[src/rtl/tce_cmd_pkg.sv]
package tce_cmd_pkg;

    localparam logic [2:0] OP_STORE = 3'd0;
    localparam logic [2:0] OP_FETCH = 3'd1;
    localparam logic [2:0] OP_FILL  = 3'd2;
    localparam logic [2:0] OP_LIST  = 3'd3;

    typedef enum logic [2:0] {
        ST_IDLE,
        ST_WRITE,
        ST_FETCH_REQ,
        ST_FETCH_WAIT,
        ST_READ_ISSUE,
        ST_READ_WAIT,
        ST_DONE
    } eng_state_t;

endpackage

[src/rtl/tce_idx_check.sv]
module tce_idx_check #(
    parameter int              AW         = 32,
    parameter int              DEPTH      = 64,
    parameter int              PAGE_SHIFT = 12,
    parameter logic [AW-1:0]   BASE       = 32'h0010_0000,
    localparam int             IDX_W      = $clog2(DEPTH)
) (
    input  logic [AW-1:0]    addr,
    output logic [IDX_W-1:0] idx,
    output logic             in_range
);
    logic [AW-1:0] offset;
    logic [AW-1:0] page_no;

    always_comb begin
        offset   = addr - BASE;
        page_no  = offset >> PAGE_SHIFT;
        in_range = (page_no < AW'(DEPTH));
        idx      = page_no[IDX_W-1:0];
    end
endmodule

[src/rtl/tce_notify.sv]
module tce_notify #(
    parameter int AW         = 32,
    parameter int EW         = 64,
    parameter int PAGE_SHIFT = 12
) (
    input  logic          clk,
    input  logic          rst_n,
    input  logic          wr_stb,
    input  logic [AW-1:0] wr_addr,
    input  logic [EW-1:0] wr_data,
    output logic          upd_valid,
    output logic [AW-1:0] upd_iova,
    output logic [EW-1:0] upd_page,
    output logic [EW-1:0] upd_mask,
    output logic [1:0]    upd_perm
);
    localparam logic [EW-1:0] OFS_MASK = (EW'(1) << PAGE_SHIFT) - EW'(1);
    localparam logic [AW-1:0] AOFS_MASK = (AW'(1) << PAGE_SHIFT) - AW'(1);

    always_ff @(posedge clk) begin
        if (!rst_n) begin
            upd_valid <= 1'b0;
            upd_iova  <= '0;
            upd_page  <= '0;
            upd_perm  <= '0;
        end else begin
            upd_valid <= wr_stb;
            if (wr_stb) begin
                upd_iova <= wr_addr & ~AOFS_MASK;
                upd_page <= wr_data & ~OFS_MASK;
                upd_perm <= wr_data[1:0];
            end
        end
    end

    assign upd_mask = OFS_MASK;
endmodule

[src/rtl/tce_cmd_fsm.sv]
module tce_cmd_fsm
    import tce_cmd_pkg::*;
#(
    parameter int AW          = 32,
    parameter int EW          = 64,
    parameter int MAW         = 32,
    parameter int CNT_W       = 16,
    parameter int DEPTH       = 64,
    parameter int PAGE_SHIFT  = 12,
    parameter int MAX_LIST    = 512,
    parameter int LIST_ALIGN  = 12,
    localparam int IDX_W      = $clog2(DEPTH)
) (
    input  logic             clk,
    input  logic             rst_n,
    input  logic             cmd_valid,
    input  logic [2:0]       cmd_op,
    input  logic [AW-1:0]    cmd_addr,
    input  logic [EW-1:0]    cmd_val,
    input  logic [CNT_W-1:0] cmd_cnt,
    output logic             busy,
    output logic             done,
    output logic             done_err,
    output logic [EW-1:0]    done_data,
    output logic [AW-1:0]    chk_addr,
    input  logic [IDX_W-1:0] chk_idx,
    input  logic             chk_ok,
    output logic             tbl_we,
    output logic             tbl_re,
    output logic [IDX_W-1:0] tbl_idx,
    output logic [EW-1:0]    tbl_wdata,
    input  logic [EW-1:0]    tbl_rdata,
    output logic             mem_req_valid,
    input  logic             mem_req_ready,
    output logic [MAW-1:0]   mem_req_addr,
    input  logic             mem_rsp_valid,
    input  logic [EW-1:0]    mem_rsp_data
);
    localparam logic [AW-1:0]  PAGE_BYTES = AW'(1) << PAGE_SHIFT;
    localparam logic [MAW-1:0] WORD_CLR   = ~MAW'(3);

    eng_state_t state, nxt;

    logic [2:0]       op_q;
    logic [AW-1:0]    cur_addr;
    logic [EW-1:0]    wdat_q;
    logic [MAW-1:0]   list_base_q;
    logic [CNT_W-1:0] left_q;
    logic [CNT_W-1:0] lidx_q;
    logic             err_q;
    logic [EW-1:0]    rdat_q;

    logic             accept;
    logic [AW-1:0]    cmd_aligned;
    logic             fill_bad;
    logic             list_bad;
    logic             op_bad;
    logic             cnt_zero;
    logic             reject;

    // argument screening on the incoming command
    always_comb begin
        accept      = cmd_valid && (state == ST_IDLE);
        cmd_aligned = cmd_addr & ~(PAGE_BYTES - AW'(1));
        cnt_zero    = (cmd_cnt == '0);
        fill_bad    = (32'(cmd_cnt) > 32'(DEPTH));
        list_bad    = (32'(cmd_cnt) > 32'(MAX_LIST)) ||
                      (cmd_val[LIST_ALIGN-1:0] != '0);
        op_bad      = (cmd_op > OP_LIST);
        reject      = op_bad ||
                      ((cmd_op == OP_FILL) && fill_bad) ||
                      ((cmd_op == OP_LIST) && list_bad);
    end

    // state register
    always_ff @(posedge clk) begin
        if (!rst_n) state <= ST_IDLE;
        else        state <= nxt;
    end

    // next state
    always_comb begin
        nxt = state;
        unique case (state)
            ST_IDLE: begin
                if (accept) begin
                    if (reject) begin
                        nxt = ST_DONE;
                    end else begin
                        unique case (cmd_op)
                            OP_STORE: nxt = ST_WRITE;
                            OP_FETCH: nxt = ST_READ_ISSUE;
                            OP_FILL:  nxt = cnt_zero ? ST_DONE : ST_WRITE;
                            OP_LIST:  nxt = cnt_zero ? ST_DONE : ST_FETCH_REQ;
                            default:  nxt = ST_DONE;
                        endcase
                    end
                end
            end
            ST_WRITE: begin
                if (!chk_ok || (left_q == CNT_W'(1))) nxt = ST_DONE;
                else if (op_q == OP_LIST)             nxt = ST_FETCH_REQ;
                else                                  nxt = ST_WRITE;
            end
            ST_FETCH_REQ:  if (mem_req_ready) nxt = ST_FETCH_WAIT;
            ST_FETCH_WAIT: if (mem_rsp_valid) nxt = ST_WRITE;
            ST_READ_ISSUE: nxt = chk_ok ? ST_READ_WAIT : ST_DONE;
            ST_READ_WAIT:  nxt = ST_DONE;
            ST_DONE:       nxt = ST_IDLE;
            default:       nxt = ST_IDLE;
        endcase
    end

    // outputs
    always_comb begin
        busy          = (state != ST_IDLE);
        done          = (state == ST_DONE);
        done_err      = err_q;
        done_data     = rdat_q;
        chk_addr      = cur_addr;
        tbl_we        = (state == ST_WRITE) && chk_ok;
        tbl_re        = (state == ST_READ_ISSUE) && chk_ok;
        tbl_idx       = chk_idx;
        tbl_wdata     = wdat_q;
        mem_req_valid = (state == ST_FETCH_REQ);
        mem_req_addr  = list_base_q + (MAW'(lidx_q) << 3);
    end

    // command datapath
    always_ff @(posedge clk) begin
        if (!rst_n) begin
            op_q        <= '0;
            cur_addr    <= '0;
            wdat_q      <= '0;
            list_base_q <= '0;
            left_q      <= '0;
            lidx_q      <= '0;
            err_q       <= 1'b0;
            rdat_q      <= '0;
        end else begin
            unique case (state)
                ST_IDLE: begin
                    if (accept) begin
                        op_q        <= cmd_op;
                        cur_addr    <= cmd_aligned;
                        wdat_q      <= cmd_val;
                        list_base_q <= cmd_val[MAW-1:0] & WORD_CLR;
                        left_q      <= (cmd_op == OP_STORE) ? CNT_W'(1) : cmd_cnt;
                        lidx_q      <= '0;
                        err_q       <= reject;
                        rdat_q      <= '0;
                    end
                end
                ST_WRITE: begin
                    if (!chk_ok) begin
                        err_q <= 1'b1;
                    end else begin
                        cur_addr <= cur_addr + PAGE_BYTES;
                        left_q   <= left_q - CNT_W'(1);
                        lidx_q   <= lidx_q + CNT_W'(1);
                    end
                end
                ST_FETCH_WAIT: if (mem_rsp_valid) wdat_q <= mem_rsp_data;
                ST_READ_ISSUE: if (!chk_ok) err_q <= 1'b1;
                ST_READ_WAIT:  rdat_q <= tbl_rdata;
                default: ;
            endcase
        end
    end

    AST_REQ_HELD: assert property (@(posedge clk) disable iff (!rst_n)
        mem_req_valid && !mem_req_ready |=> mem_req_valid && $stable(mem_req_addr));
    AST_REQ_WORD: assert property (@(posedge clk) disable iff (!rst_n)
        mem_req_valid |-> (mem_req_addr[2:0] == 3'b000));
    AST_LIST_WINDOW: assert property (@(posedge clk) disable iff (!rst_n)
        mem_req_valid |-> (32'(lidx_q) < 32'(MAX_LIST)));
    AST_DONE_PULSE: assert property (@(posedge clk) disable iff (!rst_n)
        done |=> !done && !busy);
    AST_ZERO_FILL: assert property (@(posedge clk) disable iff (!rst_n)
        accept && (cmd_op == OP_FILL) && (cmd_cnt == '0) |=> done && !done_err);
    AST_BAD_OPCODE: assert property (@(posedge clk) disable iff (!rst_n)
        accept && (cmd_op > OP_LIST) |=> done && done_err);
endmodule

[src/rtl/tce_update_engine.sv]
module tce_update_engine #(
    parameter int            AW         = 32,
    parameter int            EW         = 64,
    parameter int            MAW        = 32,
    parameter int            CNT_W      = 16,
    parameter int            DEPTH      = 64,
    parameter int            PAGE_SHIFT = 12,
    parameter logic [AW-1:0] BASE       = 32'h0010_0000,
    parameter int            MAX_LIST   = 512,
    parameter int            LIST_ALIGN = 12,
    localparam int           IDX_W      = $clog2(DEPTH)
) (
    input  logic             clk,
    input  logic             rst_n,
    input  logic             cmd_valid,
    input  logic [2:0]       cmd_op,
    input  logic [AW-1:0]    cmd_addr,
    input  logic [EW-1:0]    cmd_val,
    input  logic [CNT_W-1:0] cmd_cnt,
    output logic             busy,
    output logic             done,
    output logic             done_err,
    output logic [EW-1:0]    done_data,
    output logic             tbl_we,
    output logic             tbl_re,
    output logic [IDX_W-1:0] tbl_idx,
    output logic [EW-1:0]    tbl_wdata,
    input  logic [EW-1:0]    tbl_rdata,
    output logic             mem_req_valid,
    input  logic             mem_req_ready,
    output logic [MAW-1:0]   mem_req_addr,
    input  logic             mem_rsp_valid,
    input  logic [EW-1:0]    mem_rsp_data,
    output logic             upd_valid,
    output logic [AW-1:0]    upd_iova,
    output logic [EW-1:0]    upd_page,
    output logic [EW-1:0]    upd_mask,
    output logic [1:0]       upd_perm
);
    logic [AW-1:0]    chk_addr;
    logic [IDX_W-1:0] chk_idx;
    logic             chk_ok;

    tce_idx_check #(
        .AW(AW), .DEPTH(DEPTH), .PAGE_SHIFT(PAGE_SHIFT), .BASE(BASE)
    ) u_chk (
        .addr(chk_addr), .idx(chk_idx), .in_range(chk_ok)
    );

    tce_cmd_fsm #(
        .AW(AW), .EW(EW), .MAW(MAW), .CNT_W(CNT_W), .DEPTH(DEPTH),
        .PAGE_SHIFT(PAGE_SHIFT), .MAX_LIST(MAX_LIST), .LIST_ALIGN(LIST_ALIGN)
    ) u_fsm (
        .clk(clk), .rst_n(rst_n),
        .cmd_valid(cmd_valid), .cmd_op(cmd_op), .cmd_addr(cmd_addr),
        .cmd_val(cmd_val), .cmd_cnt(cmd_cnt),
        .busy(busy), .done(done), .done_err(done_err), .done_data(done_data),
        .chk_addr(chk_addr), .chk_idx(chk_idx), .chk_ok(chk_ok),
        .tbl_we(tbl_we), .tbl_re(tbl_re), .tbl_idx(tbl_idx),
        .tbl_wdata(tbl_wdata), .tbl_rdata(tbl_rdata),
        .mem_req_valid(mem_req_valid), .mem_req_ready(mem_req_ready),
        .mem_req_addr(mem_req_addr), .mem_rsp_valid(mem_rsp_valid),
        .mem_rsp_data(mem_rsp_data)
    );

    tce_notify #(
        .AW(AW), .EW(EW), .PAGE_SHIFT(PAGE_SHIFT)
    ) u_ntf (
        .clk(clk), .rst_n(rst_n),
        .wr_stb(tbl_we), .wr_addr(chk_addr), .wr_data(tbl_wdata),
        .upd_valid(upd_valid), .upd_iova(upd_iova), .upd_page(upd_page),
        .upd_mask(upd_mask), .upd_perm(upd_perm)
    );

    AST_NOTIFY_FOLLOWS: assert property (@(posedge clk) disable iff (!rst_n)
        tbl_we |=> upd_valid && (upd_perm == $past(tbl_wdata[1:0])));
    AST_NOTIFY_ONLY_AFTER_WRITE: assert property (@(posedge clk) disable iff (!rst_n)
        !tbl_we |=> !upd_valid);
    AST_NO_STROBE_IDLE: assert property (@(posedge clk) disable iff (!rst_n)
        !busy |-> !tbl_we && !tbl_re && !mem_req_valid);
endmodule

[config.mk]
export PLATFORM = sky130hd
export DESIGN_NAME = tce_update_engine
export DESIGN_NICKNAME = d
export VERILOG_FILES = /design/src/rtl/tce_cmd_pkg.sv /design/src/rtl/tce_idx_check.sv /design/src/rtl/tce_notify.sv /design/src/rtl/tce_cmd_fsm.sv /design/src/rtl/tce_update_engine.sv
export SDC_FILE = /design/constraint.sdc
export NUM_CORES = 1
export LEC_CHECK = 0
export CAP_MARGIN = 5
export CORE_AREA = 3 3 227 229
export CTS_CLUSTER_SIZE = 8
export DETAILED_ROUTE_END_ITERATION = 8
export DIE_AREA = 0 0 230 232
export MAX_ROUTING_LAYER = met4
export PLACE_DENSITY_LB_ADDON = 0.2
export SLEW_MARGIN = 40
export SYNTH_ARGS = -nofsm -noshare
export SYNTH_HDL_FRONTEND = slang
export SYNTH_SLANG_ARGS = --single-unit
[constraint.sdc]
create_clock -name clk -period 2.76 [get_ports clk]
set_clock_uncertainty 0.15 [all_clocks]
set_input_delay 0.828 -clock clk [delete_from_list [all_inputs] [get_ports clk]]
set_output_delay 0.828 -clock clk [all_outputs]
set_load 0.005 [all_outputs]
**After elaboration in Yosys (flattened, before gate mapping)**

Index checks and enable logic that the tools add are counted.
W data, S select, Z words.

- Register bits after elaboration: 304
- Bits of input ports: 248
- Output and inout bits: 335
- Word-level logic and storage cells: 93

- Add/subtract/negate cells: 5
- Reductions and logical operators: 26
- Order comparisons: 4
- Multiplexer cells: 29
- Eq/ne operators: 16

Operator list:

| cell | number |
|---|---|
| $pmux W64 S2 | 2 |
| $mux W64 | 3 |
| $mux W16 | 5 |
| $mux W32 | 2 |
| $pmux W16 S2 | 2 |
| $pmux W32 S2 | 1 |
| $add A32 B13 Y32 const B | 1 |
| $add A32 B19 Y32 | 1 |
| $sub A32 B21 Y32 const B | 1 |
| $mux W3 | 7 |
| $lt A20 B7 Y1 const B | 1 |
| $pmux W3 S6 | 1 |
| $add A16 B1 Y16 const B | 1 |
| $eq A16 B1 Y1 const B | 1 |
| $gt A16 B10 Y1 const B | 1 |
| $gt A16 B7 Y1 const B | 1 |
| $logic_not A16 Y1 | 1 |
| $sub A16 B1 Y16 const B | 1 |
| $eq A3 B2 Y1 const B | 5 |
| $pmux W3 S4 | 1 |
| $reduce_and A3 Y1 | 4 |
| $reduce_bool A12 Y1 | 1 |
| $eq A3 B3 Y1 const B | 3 |
| $reduce_bool A2 Y1 | 4 |
| other kinds (14) | 29 |

**Depth between registers and ports, before layout**

- Depth after elaboration: 7
- Depth in mapped cells: 9
- Mapped depth without buffers: 9

**Cells and area by module**

Synthesis repeated with hierarchy kept, for this count alone.

- Cell total of the unflattened synthesis: 1653
- Area, all modules: 14372.5 um^2

Modules (own cells, without submodules):

| module | cells an instance | area an instance (um^2) | instances |
|---|---|---|---|
| tce_cmd_fsm | 1311 | 10734.0 | 1 |
| tce_notify | 331 | 3553.4 | 1 |
| tce_idx_check | 11 | 85.1 | 1 |

**Least setup slack after synthesis**

No wires, ideal clock.

- Path kind: flip-flop to output port
- From: register u_fsm.lidx_q[0]
- To: output mem_req_addr[25]
- Required time: 1782 ps
- Cell stages (with the launch flop): 10
- Path buffers: 0
- Setup slack: -253 ps
- Arrival: 2035 ps
- Cell sequence: dfxtp_1 > ha_1 > inv_1 > fa_1 > nand2b_1 > a21oi_1 > o21ai_0 > a21oi_1 > nand3_1 > xnor2_1

- Cells in the longest elaborated chain, start to end: 1

RTL lines:

| what | RTL line | RTL |
|---|---|---|
| start: declaration | tce_cmd_fsm.sv:49 | `logic [CNT_W-1:0] lidx_q;` |
| start signal: assignment | tce_cmd_fsm.sv:160 | `lidx_q <= lidx_q + CNT_W'(1);` |
| $add A32 B19 Y32 | tce_cmd_fsm.sv:126 | `mem_req_addr = list_base_q + (MAW'(lidx_q) << 3);` |
| end: declaration | tce_update_engine.sv:31 | `output logic [MAW-1:0] mem_req_addr,` |

No other way between the ends.

**Worst setup path in the final report**

- From: register u_fsm.list_base_q[4]
- To: output mem_req_addr[20]

- Cells in the longest elaborated chain, start to end: 1

RTL lines:

| what | RTL line | RTL |
|---|---|---|
| start: declaration | tce_cmd_fsm.sv:47 | `logic [MAW-1:0] list_base_q;` |
| start signal: assignment | tce_cmd_fsm.sv:147 | `list_base_q <= cmd_val[MAW-1:0] & WORD_CLR;` |
| $add A32 B19 Y32 | tce_cmd_fsm.sv:126 |  |

No other way between the ends.

==> impl_metrics.csv <==
group,metric,value,unit
status,status,"complete, but fails checks",
status,violations,"setup timing",
setup_path,critical_path_required,1.78,ns
detailed_routing,drc_errors,0,
setup_path,reg2reg_from,"u_fsm.chk_addr[29]",
grt,grt_max_degree,77,
clock_tree,numCtsBuffers,43,
final_layout,drive_above_1_share,15.28,%
timing,tightest_slew,0.7107,ns
pwr,p_per_area,638.1,nW/µm²
yosys,postSynthAreaPerCell,7.753,µm²
grt,grt_use_total,20.78,%
setup_path,worstSetupPathType,"reg -> out",
yosys,yosys_warnings,0,
timing,setup_viol,28,
timing,setup_slack,-0.8960,ns
setup_path,rrSetupSlack,0.32,ns
detailed_routing,wl,56920,µm
setup_path,cp-start-kind,"flip-flop",
clock_tree,clock_sinks,292,
grt,grt_pass1_wl,84660,µm
setup_path,cpPeakStageDelay,0.34,ns
floorplan,die_w,230,µm
worst_hold_path,min_path_cells,2,
timing,clock.fmax,273.5,MHz
clock_tree,htreeDepth,2,
clock_tree,hold_buffers,0,
detailed_routing,routedWlPerCell,18.97,µm
setup_path,critPathLaunch,"u_fsm.list_base_q[4]",
grt,grt-ovfl-total,0,
clock_tree,clock_latency,0.54,ns
yosys,async_flop_share,0,%
pwr,p_leak,8.147,nW
yosys,ys_seq_area_share,43.08,%
timing,period_needed,3.656,ns
flow_run,cap_viol_max_count,0,
timing,slew_viol_final,0,
placement,place_ws,-0.7312,ns
floorplan,fp-row-count,82,
floorplan,io_pins,583,
placement,place.gp.congestion,0.9060,
grt,antenna_found_initial,12,
yosys,syn_inst,1750,
floorplan,dieArea,53360,µm²
timing,min_period_over_period,132.5,%
yosys,synthFlopType,"dfxtp_1",
detailed_routing,routed_via_density,4.788,
floorplan,die_h,232,µm
yosys,synth.distinct_cells,61,
yosys,synth-edff-count,0,
detailed_routing,vias,14360,
clock_tree,root_buffer,"clkbuf_16",
worst_hold_path,hold_path.class,"reg -> reg",
setup_path,crit_end,"mem_req_addr[20]",
placement,hpwl,40800,µm
placement,io_buffers,480,
timing,maxSlewHeadroom,52.62,%
setup_path,r2r_cells,11,
setup_path,crit_chain,"ha_4 -> a211o_1 -> a211oi_4 -> o21ai_4 -> buf_6 -> a31o_4 -> a31oi_4 -> xnor2_2 -> buf_2",
clock_tree,clkTransAtPathRegs,0.05,ns
yosys,ys_seq_elements,292,
grt,grt_pass1_vias,14110,
floorplan,core,49860,µm²
final_layout,area_delta_synth_final,58.46,%
setup_path,crit_buf_inv,2,
detailed_routing,drtIter0Drc,744,
setup_path,timing.rr.end,"u_fsm.lidx_q[7]",
final_layout,fillers,5037,
clock_tree,cts_tree,"yes",
yosys,synth_area,13570,µm²
detailed_routing,ant_nets,0,
setup_path,critPathTopFamily,"compound AO/OA/AOI/OAI gates",
timing,hold-worst-slack,0.3005,ns
setup_path,cp_slowest_cell,"a211oi_4",
setup_path,critPathMaxFanout,3,
pwr,vdd_drop_max,0.3736,mV
clock_tree,cts.path.max_buffers,3,
timing,finalHoldViolations,0,
final_layout,nets,2578,
setup_path,endpoint_kind,"output port",
floorplan,start_util,27.21,%
setup_path,critPathArrivalTime,2.68,ns
setup_path,path_depth,9,
detailed_routing,drtPass1Iterations,5,
timing,rsz0062_at_grt,"true",
[placed cells by master (no fill, tap or decap), types with 13 or more instances in the layout]
master | Yosys | layout
clkdlybuf4s50_1 | 0 | 448
nand2_1 | 370 | 363
dfxtp_1 | 292 | 272
a21oi_1 | 218 | 210
nand3_1 | 158 | 154
buf_4 | 100 | 140
nor2_1 | 134 | 130
conb_1 | 2 | 90
a311oi_1 | 66 | 65
clkbuf_16 | 0 | 45
o21ai_0 | 38 | 34
buf_2 | 30 | 27
and3_1 | 23 | 23
xnor2_1 | 27 | 22
buf_6 | 0 | 19
inv_1 | 19 | 17
dfxtp_2 | 0 | 16
buf_12 | 0 | 14
xor2_1 | 16 | 13
nor3_1 | 13 | 13
[worst min-delay path by stage]
stage                        from            endpoint
2_1_floorplan       u_fsm.op_q[2]       u_fsm.op_q[2]
3_3_place_gp        u_fsm.op_q[2]       u_fsm.op_q[2]
3_5_place_dp   u_ntf.upd_iova[16]  u_ntf.upd_iova[16]
4_1_cts        u_ntf.upd_iova[16]  u_ntf.upd_iova[16]
5_1_grt        u_ntf.upd_page[32]  u_ntf.upd_page[32]
6_report       u_ntf.upd_page[14]  u_ntf.upd_page[14]
[cell type report]
cell class | instances | area (µm²) | share of cell area [%]
clock inverter | 2 | 35.03 | 0.1630
timing repair buffer | 650 | 6182 | 28.76
sequential | 292 | 5881 | 27.35
antenna | 11 | 27.53 | 0.1280
multi-input combinational | 1301 | 7288 | 33.90
clock buffer | 51 | 1159 | 5.389
inverter | 21 | 86.33 | 0.4016
tap | 672 | 840.8 | 3.911
[worst min-delay path, cell delays in order (launching register included)]
cell	delay, ns
dfxtp_1	0.30
nand2_1	0.05
a21oi_1	0.05
[flip-flops by register name (all words and copies together), names as in the netlist]
signal,cells
u_fsm.done_data,64
u_fsm.op_q,3
u_fsm.done_err,1
u_fsm.chk_addr,20
u_fsm.left_q,16
u_ntf.upd_perm,2
u_fsm.list_base_q,30
u_ntf.upd_iova,20
u_fsm.state,3
u_ntf.upd_valid,1
u_fsm.tbl_wdata,64
u_fsm.lidx_q,16
u_ntf.upd_page,52
[synth_stat cells (all sizes together) (8+ instances only)]
cell type,number,area share (%)
dfxtp,292,43
nand4,8,0.37
clkbuf,83,2.3
nor2,134,3.7
nor4,12,0.69
nand3,158,5.8
inv,21,0.58
and3,23,1.1
nand2,370,10
ha,20,1.8
a311oi,66,4.3
buf,141,6.9
a31oi,10,0.46
a21oi,219,8.1
a211oi,8,0.52
xnor2,27,1.7
a21o,9,0.50
xor2,16,1.0
o21ai,40,1.5
nor3,14,0.55
a221oi,8,0.52
[cells by family (layout without fill, tap and decap cells)]
kind of cell,count (synthesis),after routing,synth area share [%]
adder cells (fa/ha/maj),21,21,1.992
AND/OR/NAND/NOR,756,756,24.47
AO/OA/AOI/OAI,391,391,17.80
XOR/XNOR,43,43,2.776
other,2,101,0.05535
buffers and inverters,245,724,9.821
flip-flops,292,292,43.08
[power by group]
part / internal [mW] / leakage (nW) / switching, mW
clock: 2.99 / 0.586 / 1.88
combinational: 1.78 / 5.17 / 2.02
sequential: 4.67 / 2.39 / 0.385
total: 9.43 / 8.15 / 4.29
[through the flow]
stage	area [µm²]	utilization [%]	setup TNS, ns	total power, mW	instances
6_report	21500	43.12	-18.28	13.72	3000
5_1_grt	21500	43.12	-20.99	14.45	3000
4_1_cts	21340	42.79	-20.05	13.92	2982
3_5_place_dp	19860	39.83	-16.04	8.947	2923
3_3_place_gp	19860	39.83	-15.17	8.895	2923
2_1_floorplan	14050	-	-0.0002596	6.909	1838
[timing repair]
action	4_1_cts	5_1_grt
pin swaps	51	36
gates resized for setup	197	21
setup buffers	8	7
cloned	0	0
endpoints found under the setup margin	34	32
[per-layer routing]
| layer | GRT usage, % | vias up | part of all wire (%) |
|---|---|---|---|
| met2 | 33.76 | 504 | 46 |
| met1 | 24.80 | 6795 | 43 |
| met5 | - | - | 0 |
| li1 | - | 6982 | - |
| met4 | 6.508 | 0 | 2.6 |
| met3 | 6.244 | 82 | 7.8 |
Power figures use the tool's default switching activity.
